<file path="config.mk">
export PLATFORM = sky130hd
export DESIGN_NAME = hazard_ctl
export DESIGN_NICKNAME = d
export VERILOG_FILES = /design/src/rtl/hazard_ctl.sv
export SDC_FILE = /design/constraint.sdc
export NUM_CORES = 1
export LEC_CHECK = 0
export BUFFER_PORTS_ARGS = -buffer_cell sky130_fd_sc_hd__buf_2
export CAP_MARGIN = 15
export CORE_UTILIZATION = 40
export DETAILED_ROUTE_END_ITERATION = 8
export PLACE_DENSITY = 0.84
export SYNTH_ARGS = -nofsm -noshare
export SYNTH_HDL_FRONTEND = slang
export SYNTH_SLANG_ARGS = --single-unit
</file>
<file path="constraint.sdc">
create_clock -name vclk -period 1.45
set_clock_uncertainty 0.2 [all_clocks]
set_input_delay 0.0725 -clock vclk [all_inputs]
set_output_delay 0.0725 -clock vclk [all_outputs]
set_load 0.1 [all_outputs]
</file>
<file path="src/rtl/hazard_ctl.sv">
module hazard_ctl #(
  parameter int RW = 5
) (
  input  logic [RW-1:0] id_rs1,
  input  logic [RW-1:0] id_rs2,
  input  logic [RW-1:0] ex_rs1,
  input  logic [RW-1:0] ex_rs2,
  input  logic [RW-1:0] ex_rd,
  input  logic          ex_we,
  input  logic          ex_memrd,
  input  logic [RW-1:0] exm_rd,
  input  logic          exm_we,
  input  logic [RW-1:0] mwb_rd,
  input  logic          mwb_we,
  output logic [1:0]    fwd_a,
  output logic [1:0]    fwd_b,
  output logic          wt_a,
  output logic          wt_b,
  output logic          pc_hold,
  output logic          ifid_hold,
  output logic          bubble
);
  localparam logic [1:0] SEL_RF  = 2'b00;
  localparam logic [1:0] SEL_EXM = 2'b10;
  localparam logic [1:0] SEL_MWB = 2'b01;
  localparam logic [RW-1:0] R0 = '0;

  function automatic logic hit(input logic we, input logic [RW-1:0] rd,
                               input logic [RW-1:0] rs);
    return we && (rd != R0) && (rd == rs);
  endfunction

  function automatic logic [1:0] pick(input logic [RW-1:0] rs);
    if (hit(exm_we, exm_rd, rs))      return SEL_EXM;
    else if (hit(mwb_we, mwb_rd, rs)) return SEL_MWB;
    else                              return SEL_RF;
  endfunction

  logic load_ex, stall;

  assign fwd_a = pick(ex_rs1);
  assign fwd_b = pick(ex_rs2);

  assign wt_a = hit(mwb_we, mwb_rd, id_rs1);
  assign wt_b = hit(mwb_we, mwb_rd, id_rs2);

  assign load_ex   = ex_memrd && ex_we;
  assign stall     = hit(load_ex, ex_rd, id_rs1) || hit(load_ex, ex_rd, id_rs2);
  assign pc_hold   = stall;
  assign ifid_hold = stall;
  assign bubble    = stall;

  always_comb begin
    if (fwd_a == SEL_EXM)
      a_r1_exm_src: assert (exm_we && exm_rd == ex_rs1 && ex_rs1 != R0);
    if (fwd_b == SEL_MWB)
      a_r2_mwb_src: assert (mwb_we && mwb_rd == ex_rs2 && !(exm_we && exm_rd == ex_rs2));
    if (exm_we && ex_rs1 != R0 && exm_rd == ex_rs1)
      a_r3_newest_wins: assert (fwd_a == SEL_EXM);
    a_r4_legal_sel: assert (fwd_a != 2'b11 && fwd_b != 2'b11);
    if (bubble)
      a_r6_load_only: assert (ex_memrd && ex_we && ex_rd != R0 && pc_hold && ifid_hold);
    if (wt_a)
      a_r9_no_zero_wt: assert (mwb_we && id_rs1 != R0);
  end
endmodule

</file>
==> flow_metrics.env, run 1 <==
export IMPL_status="did not finish"
export IMPL_stop_stage="detailed placement (3_5_place_dp)"
export IMPL_error="[ERROR DPL-0033] detailed placement checks failed during check placement."
export IMPL_synth_fp_nets=109
export IMPL_die_width_um=38.9
export IMPL_start_util=0.459
export IMPL_die_h_um=38.9
export IMPL_io_pins=48
export IMPL_yosysUniqueCellTypes=13
export IMPL_yosysWarnings=0
export IMPL_yosys_top_cells_count="xor2_1, xnor2_1, nand3_1"
export IMPL_synth_most_common_cell="xor2_1"
export IMPL_row_count=12
export IMPL_syn_area_per_cell_um2=7.78
export IMPL_synth_area_um2=544
export IMPL_ys_top_cells_by_area="xor2_1, xnor2_1, or4_1"
export IMPL_place_hpwl_um=3020
export IMPL_place_congestion=0.828
export IMPL_port_buffers=48
export IMPL_yosysSeqAreaShare=0
export IMPL_postSynthCellCount=70
export IMPL_synth_top_area_cell="xor2_1"
export IMPL_yosysTopAreaCellShare=0.386
-- cells by family after synthesis --
logic type / after synthesis / share of synthesized area
XOR/XNOR: 40 / 0.644
AND/OR/NAND/NOR: 19 / 0.234
AO/OA/AOI/OAI: 4 / 0.0483
buffers and inverters: 7 / 0.0735
-- through the flow --
stage	worst slack (ns)	area, um2	std cells	hold WS (ns)
after global placement	-0.255	1180	150	0.478
after floorplan	-0.832	777	70	0.146
==> run 2: changes to the inputs <==
--- a/config.mk
+++ b/config.mk
@@ -7,9 +7,10 @@
 export LEC_CHECK = 0
 export BUFFER_PORTS_ARGS = -buffer_cell sky130_fd_sc_hd__buf_2
 export CAP_MARGIN = 15
-export CORE_UTILIZATION = 40
+export CORE_AREA = 2 2 63 65
 export DETAILED_ROUTE_END_ITERATION = 8
-export PLACE_DENSITY = 0.84
+export DIE_AREA = 0 0 65 67
+export PLACE_DENSITY_LB_ADDON = 0.15
 export SYNTH_ARGS = -nofsm -noshare
 export SYNTH_HDL_FRONTEND = slang
 export SYNTH_SLANG_ARGS = --single-unit
==> run 2 against run 1 <==
Net effect:
- the flow now finishes, with violations (setup timing)
- area after synthesis unchanged
- synthesized cell count unchanged
==> flow_metrics.env, run 2 <==
export IMPL_seq_cells=0
export IMPL_peakVddDrop_mv=0.0676
export IMPL_yosys_top_cells_count="xor2_1, xnor2_1, nand3_1"
export IMPL_yosysTopAreaCellShare=0.386
export IMPL_area_delta_synth_final_pct=165
export IMPL_core_um2=3610
export IMPL_cell_internal_pwr_uw=223
export IMPL_grt_max_degree=5
export IMPL_holdWs_ns=0.411
export IMPL_place_congestion=0.751
export IMPL_drt_total_wl_um=2220
export IMPL_grt_pass1_vias=763
export IMPL_drt_first_pass_iters=3
export IMPL_met2_length_um=1160
export IMPL_endpoint_kind="output pin"
export IMPL_vias=748
export IMPL_grt_pass1_wl_um=3640
export IMPL_diodes=0
export IMPL_routedWlPerCell_um=11.7
export IMPL_status="complete, but fails checks"
export IMPL_io_pins=48
export IMPL_crit_type="primary input to output pin"
export IMPL_hold_violations=0
export IMPL_syn_area_per_cell_um2=7.78
export IMPL_drt_met1_wl_um=949
export IMPL_clock_buffers=0
export IMPL_initialDrtViolationCount=15
export IMPL_multi_input_area_um2=708
export IMPL_fin_setup_tns_ns=-1.15
export IMPL_layout_drive_gt1_share=0.711
export IMPL_startpoint_type="primary input"
export IMPL_start_util=0.151
export IMPL_setup_slack_ns=-0.261
export IMPL_drc=0
export IMPL_final_core_util=0.400
export IMPL_wl_met3_um=108
export IMPL_regArea_um2=0
export IMPL_dieArea_um2=4360
export IMPL_grt_usage=0.105
export IMPL_yosysUniqueCellTypes=13
export IMPL_layout_common_cells="buf_2, buf_4, xor2_1, buf_6, xnor2_1"
export IMPL_yosysWarnings=0
export IMPL_clock_power_share=0
export IMPL_postCtsHoldBufs=0
export IMPL_final_max_slew_viol_count=0
export IMPL_maxSlewHeadroom=0.800
export IMPL_power_frac_seq=0
export IMPL_place_hpwl_um=2020
export IMPL_synth_fp_nets=109
export IMPL_nNetsFinal=183
export IMPL_antenna_left=0
export IMPL_die_width_um=65
export IMPL_power_per_cell_area_nw_per_um2=293
export IMPL_postSynthCellCount=70
export IMPL_combinationalPowerShare=1.000
export IMPL_via_per_inst=3.94
export IMPL_grt_setup_unrepaired="true"
export IMPL_yosysSeqAreaShare=0
export IMPL_n_fill_cell=386
export IMPL_required_ns=1.18
export IMPL_violations="setup timing"
export IMPL_port_buffers=48
export IMPL_synth_most_common_cell="xor2_1"
export IMPL_grt_overflow_total=0
export IMPL_crit_path_max_fanout=2
export IMPL_antenna_found_initial=0
export IMPL_power_total_uw=422
export IMPL_tightestPinTransition_ns=0.298
export IMPL_finalSetupViolations=9
export IMPL_die_h_um=67
export IMPL_cap_violations=0
export IMPL_top_layer="met3"
export IMPL_ys_top_cells_by_area="xor2_1, xnor2_1, or4_1"
export IMPL_arrival_ns=1.44
export IMPL_fin_crit_ns=1.71
export IMPL_swShare=0.471
export IMPL_p_sw_uw=199
export IMPL_period_share=1.18
export IMPL_synth_top_area_cell="xor2_1"
export IMPL_clock_fmax_mhz=584
export IMPL_hold_path_class="primary input to output pin"
export IMPL_p_leak_nw=0.616
export IMPL_row_count=22
export IMPL_synth_area_um2=544
[run 2: cell counts after synthesis]
Identical to the previous run, type by type.
[run 2: path summary, 6_finish.rpt]
check,from,to,depth (start not counted),slack [ns]
min,ex_memrd,pc_hold,4,0.41
max,ex_rs2[4],fwd_b[0],5,-0.26
[run 2: layer usage]
layer | vias up | track usage
met5 | - | 0
met3 | 0 | 0.00845
met2 | 19 | 0.187
li1 | 385 | -
met1 | 344 | 0.146
met4 | 0 | 0
[run 2: final cells by class]
type	instances	share of cell area
multi-input combinational	63	0.491
tap	48	0.0417
timing repair buffer	79	0.467
[run 2: timing repair]
item / CTS / global route
setup endpoints to repair: 9 / 9
pin swaps: 10 / 10
setup buffers: 2 / 0
gates resized for setup: 28 / 10
[run 2: through the flow]
step	worst slack, ns	cells	cell area (um2)
2_1_floorplan	-0.832	70	777
3_3_place_gp	-0.271	188	1250
3_5_place_dp	-0.282	188	1250
4_1_cts	-0.277	190	1390
5_1_grt	-0.305	190	1440
6_report	-0.261	190	1440
[run 2: cells by family after synthesis]
logic type      count (synthesis)  share of synthesized area
compound gates                  4                     0.0483
buf+inv                         7                     0.0735
simple gates                   19                      0.234
xor+xnor                       40                      0.644
[run 2: power by group through the flow]
stage          Clock, mW  Combinational, mW  Sequential, mW
2_1_floorplan          0              0.218               0
3_3_place_gp           0              0.370               0
3_5_place_dp           0              0.374               0
4_1_cts                0              0.409               0
5_1_grt                0              0.455               0
6_report               0              0.422               0
[run 2: critical path, stage by stage]
cell and delay, ns:
buf_2 0.11, xor2_1 0.15, or4_4 0.55, nor4_4 0.34, buf_12 0.21
(Power assumes the default switching activity.)
